==> src/rtl/hic_pkg.sv <==
package hic_pkg;
  localparam int ADDR_W = 6;
  localparam int DATA_W = 8;
  localparam logic [ADDR_W-1:0] A_CTRL  = 6'h00;
  localparam logic [ADDR_W-1:0] A_MASK  = 6'h01;
  localparam logic [ADDR_W-1:0] A_TOPID = 6'h02;
  localparam logic [ADDR_W-1:0] A_SWF   = 6'h03;
  localparam logic [ADDR_W-1:0] A_SUB   = 6'h08;
  localparam logic [ADDR_W-1:0] A_FLG   = 6'h20;
  localparam logic [ADDR_W-1:0] A_ENA   = 6'h30;
endpackage

==> src/rtl/hic_src_bank.sv <==
module hic_src_bank #(
  parameter int FLAG_W = 4
) (
  input  logic              clk,
  input  logic              rst,
  input  logic [FLAG_W-1:0] evt,
  input  logic              flg_we,
  input  logic              en_we,
  input  logic [FLAG_W-1:0] wdata,
  output logic [FLAG_W-1:0] flags_o,
  output logic [FLAG_W-1:0] en_o,
  output logic              pend_o
);
  logic [FLAG_W-1:0] flags_q, en_q;

  always_ff @(posedge clk) begin
    if (rst) begin
      flags_q <= '0;
      en_q    <= '0;
    end else begin
      if (en_we) en_q <= wdata;
      flags_q <= (flg_we ? (flags_q & wdata) : flags_q) | evt;
    end
  end

  assign flags_o = flags_q;
  assign en_o    = en_q;
  assign pend_o  = |(flags_q & en_q);

  AST_EVT_SETS: assert property (@(posedge clk) disable iff (rst)
    (|evt) |=> ((flags_q & $past(evt)) == $past(evt)));
  AST_NO_WRITE_STICKY: assert property (@(posedge clk) disable iff (rst)
    !flg_we |=> ((flags_q & $past(flags_q)) == $past(flags_q)));
endmodule

==> src/rtl/hic_merge.sv <==
module hic_merge #(
  parameter int N_GRP  = 5,
  parameter int MPG    = 2,
  parameter int SW_GRP = 3,
  parameter int SW_N   = 4,
  localparam int N_MOD = N_GRP * MPG,
  localparam int GID_W = (N_GRP > 1) ? $clog2(N_GRP) : 1
) (
  input  logic [N_MOD-1:0] mod_pend,
  input  logic [SW_N-1:0]  sw_flags,
  input  logic [N_GRP-1:0] mask,
  output logic [N_GRP-1:0] top_id,
  output logic             any_hit,
  output logic [GID_W-1:0] sel_idx
);
  logic [N_GRP-1:0] hit;

  for (genvar g = 0; g < N_GRP; g++) begin : g_grp
    if (g == SW_GRP) begin : g_sw
      assign top_id[g] = (|mod_pend[g*MPG +: MPG]) | (|sw_flags);
    end else begin : g_hw
      assign top_id[g] = |mod_pend[g*MPG +: MPG];
    end
  end

  assign hit     = top_id & mask;
  assign any_hit = |hit;

  always_comb begin
    sel_idx = '0;
    for (int g = N_GRP - 1; g >= 0; g--) begin
      if (hit[g]) sel_idx = GID_W'(g);
    end
  end
endmodule

==> src/rtl/hier_irq_ctrl.sv <==
module hier_irq_ctrl
  import hic_pkg::*;
#(
  parameter int N_GRP  = 5,
  parameter int MPG    = 2,
  parameter int FLAG_W = 4,
  parameter int SW_GRP = 3,
  parameter int SW_N   = 4,
  localparam int N_MOD = N_GRP * MPG,
  localparam int GID_W = (N_GRP > 1) ? $clog2(N_GRP) : 1
) (
  input  logic                    clk,
  input  logic                    rst,
  input  logic [N_MOD*FLAG_W-1:0] evt_i,
  input  logic                    reg_we,
  input  logic [ADDR_W-1:0]       reg_addr,
  input  logic [DATA_W-1:0]       reg_wdata,
  output logic [DATA_W-1:0]       reg_rdata,
  input  logic                    ack_i,
  output logic                    irq_o,
  output logic [GID_W-1:0]        irq_vec_o
);
  logic             ge_q;
  logic [N_GRP-1:0] mask_q;
  logic [SW_N-1:0]  sw_q;
  logic             irq_q;
  logic [GID_W-1:0] vec_q;
  logic [DATA_W-1:0] rd_q, rd_n;

  logic [FLAG_W-1:0] flg_a [N_MOD];
  logic [FLAG_W-1:0] ena_a [N_MOD];
  logic [N_MOD-1:0]  mod_pend;
  logic [N_GRP-1:0]  top_id;
  logic              any_hit;
  logic [GID_W-1:0]  sel_idx;

  for (genvar m = 0; m < N_MOD; m++) begin : g_mod
    logic flg_we, en_we;
    assign flg_we = reg_we && (reg_addr == A_FLG + ADDR_W'(m));
    assign en_we  = reg_we && (reg_addr == A_ENA + ADDR_W'(m));
    hic_src_bank #(.FLAG_W(FLAG_W)) u_bank (
      .clk     (clk),
      .rst     (rst),
      .evt     (evt_i[m*FLAG_W +: FLAG_W]),
      .flg_we  (flg_we),
      .en_we   (en_we),
      .wdata   (reg_wdata[FLAG_W-1:0]),
      .flags_o (flg_a[m]),
      .en_o    (ena_a[m]),
      .pend_o  (mod_pend[m])
    );
  end

  hic_merge #(.N_GRP(N_GRP), .MPG(MPG), .SW_GRP(SW_GRP), .SW_N(SW_N)) u_merge (
    .mod_pend (mod_pend),
    .sw_flags (sw_q),
    .mask     (mask_q),
    .top_id   (top_id),
    .any_hit  (any_hit),
    .sel_idx  (sel_idx)
  );

  always_ff @(posedge clk) begin
    if (rst) begin
      ge_q   <= 1'b0;
      mask_q <= '0;
      sw_q   <= '0;
      irq_q  <= 1'b0;
      vec_q  <= '0;
      rd_q   <= '0;
    end else begin
      if (ack_i) ge_q <= 1'b0;
      else if (reg_we && reg_addr == A_CTRL) ge_q <= reg_wdata[0];
      if (reg_we && reg_addr == A_MASK) mask_q <= reg_wdata[N_GRP-1:0];
      if (reg_we && reg_addr == A_SWF)  sw_q   <= reg_wdata[SW_N-1:0];
      irq_q <= ge_q & any_hit;
      vec_q <= sel_idx;
      rd_q  <= rd_n;
    end
  end

  always_comb begin
    rd_n = '0;
    if (reg_addr == A_CTRL)  rd_n[0] = ge_q;
    if (reg_addr == A_MASK)  rd_n[N_GRP-1:0] = mask_q;
    if (reg_addr == A_TOPID) rd_n[N_GRP-1:0] = top_id;
    if (reg_addr == A_SWF)   rd_n[SW_N-1:0] = sw_q;
    for (int g = 0; g < N_GRP; g++) begin
      if (reg_addr == A_SUB + ADDR_W'(g)) rd_n[MPG-1:0] = mod_pend[g*MPG +: MPG];
    end
    for (int m = 0; m < N_MOD; m++) begin
      if (reg_addr == A_FLG + ADDR_W'(m)) rd_n[FLAG_W-1:0] = flg_a[m];
      if (reg_addr == A_ENA + ADDR_W'(m)) rd_n[FLAG_W-1:0] = ena_a[m];
    end
  end

  assign reg_rdata = rd_q;
  assign irq_o     = irq_q;
  assign irq_vec_o = vec_q;

  AST_IRQ_NEEDS_GE: assert property (@(posedge clk) disable iff (rst)
    irq_q |-> $past(ge_q));
  AST_IRQ_NEEDS_MASKED_SRC: assert property (@(posedge clk) disable iff (rst)
    irq_q |-> $past(|(top_id & mask_q)));
  AST_ACK_DROPS_GE: assert property (@(posedge clk) disable iff (rst)
    ack_i |=> !ge_q);
  AST_VEC_LOWEST: assert property (@(posedge clk) disable iff (rst)
    irq_q |-> (($past(top_id & mask_q) & ((N_GRP'(1) << vec_q) - N_GRP'(1))) == '0));
endmodule

==> config.mk <==
export PLATFORM = sky130hd
export DESIGN_NAME = hier_irq_ctrl
export DESIGN_NICKNAME = d
export VERILOG_FILES = /design/src/rtl/hic_pkg.sv /design/src/rtl/hic_src_bank.sv /design/src/rtl/hic_merge.sv /design/src/rtl/hier_irq_ctrl.sv
export SDC_FILE = /design/constraint.sdc
export NUM_CORES = 1
export LEC_CHECK = 0
export BUFFER_PORTS_ARGS = -buffer_cell sky130_fd_sc_hd__buf_2
export CORE_MARGIN = 1
export CORE_UTILIZATION = 58
export DETAILED_ROUTE_END_ITERATION = 10
export PLACE_DENSITY = 0.83
export SLEW_MARGIN = 40
export SYNTH_ARGS = -nofsm -noshare
export SYNTH_HDL_FRONTEND = slang
export SYNTH_SLANG_ARGS = --single-unit
==> constraint.sdc <==
create_clock -name clk -period 2.3 [get_ports clk]
set_clock_uncertainty 0.1 [all_clocks]
set_input_delay 0.345 -clock clk [delete_from_list [all_inputs] [get_ports clk]]
set_output_delay 0.345 -clock clk [all_outputs]
set_load 0.01 [all_outputs]
==> results.yml <==
run_status:
  status: "complete, no violations"
clock_tree:
  clock-sinks: 99
  clkTransAtPathRegs_ps: 100
  cts_tree: "yes"
  cts-resized-gates: 0
  cts_hold_buf: 0
  ctsLongestPathBuffers: 2
  cts_setup_buffers: 0
  htreeDepth: 3
  cts_made_buffers: 9
  worstSkewPairLatency_ps: 380
  cts_root_buf: "clkbuf_8"
route:
  drt_pre_antenna_iters: 6
  detail-route-antenna-nets: 0
  drcViolationCount: 0
  wl_per_cell_um: 19.40
  drt_iter0_drc: 492
  via_per_inst: 6.389
  routed_wirelength_mm: 16.95
  vias: 5584
cells_and_area:
  finalNonFillerCells: 874
  area_delta_synth_final_pct: 17.49
  final_util_pct: 70.44
  multi_input_area_um2: 2849
  drive_gt1_share_pct: 20.37
  seqCellArea_um2: 1982
  fin_nets: 819
  n_antenna_cell: 0
  nFillCells: 775
hold_path:
  hold_path_class: "in -> reg"
  whs_path_depth: 2
critical_path:
  critical_path_class: "reg -> reg"
  critPathMaxStageDelay_ps: 530
  cp_num_buf_inv: 0
  crit_path_end_kind: "flip-flop"
  slowest_stage: "a221oi_1"
  cp_num_cells: 7
  crit_fanout: 3
  start_kind: "flip-flop"
  crit_chain: "a22o_1, a221oi_1, a21oi_1, o21ai_0, a31oi_1, o21ai_1, a21oi_1"
  path_delay_family: "compound AO/OA/AOI/OAI gates"
  worstPathArrival_ps: 2310
  cp_common_cell: "a21oi_1"
  worstPathRequired_ps: 2470
  r2r.worst_path.cells: 7
synthesis:
  synth-edff-count: 0
  synth_top_area_cell: "dfxtp_1"
  synth_area_per_cell_um2: 7.723
  yosysWarnings: 0
  ys_seq_elements: 99
  ys_types: 66
  synth_top_area_share_pct: 37.90
  synth_most_common_cell: "dfxtp_1"
  synthCells: 677
  ys.flop_type: "dfxtp_1"
  synthesis.area_um2: 5229
  async_flop_share_pct: 0
  synth_common_cells: "dfxtp_1, a21oi_1, nand2_1"
  synth_area_leaders: "dfxtp_1, a21oi_1, mux2i_1"
  seq_area_frac_synth_pct: 37.90
floorplan:
  die_area_um2: 9398
  die_h_um: 96.95
  num_io_pins: 70
  die_width_um: 96.95
  coreArea_um2: 8721
  num_rows: 34
  start_util_pct: 59.96
global_routing:
  grt_pass1_vias: 5459
  antenna_found_initial: 0
  grt_pass1_wl_mm: 27.68
  grt-ovfl-total: 0
  grt_max_degree: 42
  grtUsageTotal_pct: 36.97
timing:
  fin_tns_setup_ps: 0
  tightestPinTransition_ps: 644.8
  maxSlewHeadroom_pct: 57.02
  finalSetupViolCount: 0
  hold_viol: 0
  fin_ws_ps: 155.3
  layout_worst_path_cycle_share_pct: 93.25
  rsz0062_at_grt: "no"
  clock.fmax_ghz: 0.4663
  final_max_slew_viol_count: 0
  whs_ps: 23.11
  layout_min_cycle_time_ps: 2145
power:
  switching_share_pct: 27.76
  p_clk_share_pct: 37.2
  p_int_mw: 2.579
  combPwrFrac_pct: 11.8
  power_density_nw_per_um2: 581.0
  ir_drop_uv: 390.7
  power_frac_seq_pct: 51.1
  p_sw_mw: 0.9908
  power_leakage_nw: 2.579
placed_design:
  post-place-ws_ps: -26.73
  gp_congestion: 1.027
  placed_cells: 858
  numPortBuffers: 63
  dp_hpwl_mm: 12.69
flow_run:
  cap_violations: 0
-- cell usage in the layout, fill, tap and decap left out, types with 3 or more instances in the layout --
| master | netlist | final |
|---|---|---|
| nand2b_1 | 8 | 8 |
| a211oi_1 | 4 | 4 |
| o22ai_1 | 10 | 10 |
| or3_1 | 4 | 4 |
| buf_4 | 5 | 55 |
| mux2i_1 | 31 | 31 |
| nor3_2 | 3 | 3 |
| o221ai_1 | 3 | 3 |
| nor3b_1 | 4 | 4 |
| nor2_1 | 49 | 49 |
| inv_1 | 45 | 45 |
| a221oi_1 | 8 | 8 |
| a22oi_1 | 13 | 13 |
| conb_1 | 1 | 3 |
| nand3_1 | 47 | 47 |
| o211ai_1 | 5 | 5 |
| nand2_2 | 3 | 3 |
| dfxtp_1 | 99 | 99 |
| o21ai_0 | 55 | 55 |
| buf_2 | 9 | 63 |
| o21ai_1 | 7 | 7 |
| nand2_1 | 73 | 73 |
| a22o_1 | 9 | 9 |
| nor3_1 | 7 | 7 |
| a21oi_1 | 90 | 90 |
| a31oi_1 | 3 | 3 |
| clkbuf_8 | 0 | 9 |
-- per-layer routing --
| metal | global-route usage [%] | up-vias | wire, um | part of all wire [%] |
|---|---|---|---|---|
| li1 | - | 2581 | - | - |
| met3 | 7.731 | 70 | 1587 | 9.4 |
| met5 | 0 | - | 0 | 0 |
| met2 | 59.97 | 291 | 7827 | 46 |
| met4 | 17.34 | 0 | 648 | 3.8 |
| met1 | 46.96 | 2642 | 6891 | 41 |
-- final cells by class --
type	instances	area share [%]
inverters	45	2.749
flip-flops and latches	99	32.26
repair buffers	120	12.51
clock buffers	9	2.016
multi-input cells	486	46.37
clock inverters	7	1.894
well taps	108	2.200
-- kinds of logic after synthesis --
logic type / share of synthesized area [%]
other: 0.07172
flip-flops: 37.90
multiplexers: 6.150
AND/OR/NAND/NOR: 21.39
buffers and inverters: 7.753
AO/OA/AOI/OAI: 26.73
-- sequential cells by signal (all words and copies together) (netlist names) --
register	count
irq_o	1
sw_q	4
g_mod.u_bank.flags_o	40
irq_vec_o	3
reg_rdata	5
mask_q	5
ge_q	1
g_mod.u_bank.en_o	40
-- worst paths after layout --
kind                                                             from                              endpoint  slack [ps]
worst max register to register  g_mod[0].u_bank.flags_o[1]$_SDFF_PP0_               reg_rdata[0]$_SDFF_PP0_         160
worst min register to register   g_mod[4].u_bank.en_o[0]$_SDFFE_PP0P_  g_mod[4].u_bank.en_o[0]$_SDFFE_PP0P_         390
worst max-delay path            g_mod[0].u_bank.flags_o[1]$_SDFF_PP0_               reg_rdata[0]$_SDFF_PP0_         160
worst min-delay path                                            ack_i                     ge_q$_SDFFE_PP0P_          20
-- per-stage QoR --
step                      total power [mW]  instance area [um2]
after detailed placement             2.269                 5903
final                                3.569                 6143
after global routing                 3.690                 6143
after floorplan                      2.088                 5236
after CTS                            3.564                 6143
after global placement               2.255                 5903
-- power by group through the flow --
stage	Combinational, mW	Sequential, mW	Clock [mW]
after floorplan	0.246	1.84	0
after global placement	0.396	1.86	0
after global routing	0.456	1.83	1.40
final	0.420	1.82	1.33
after CTS	0.410	1.82	1.33
after detailed placement	0.408	1.86	0
Note: power is estimated with default switching activity, not from simulation.
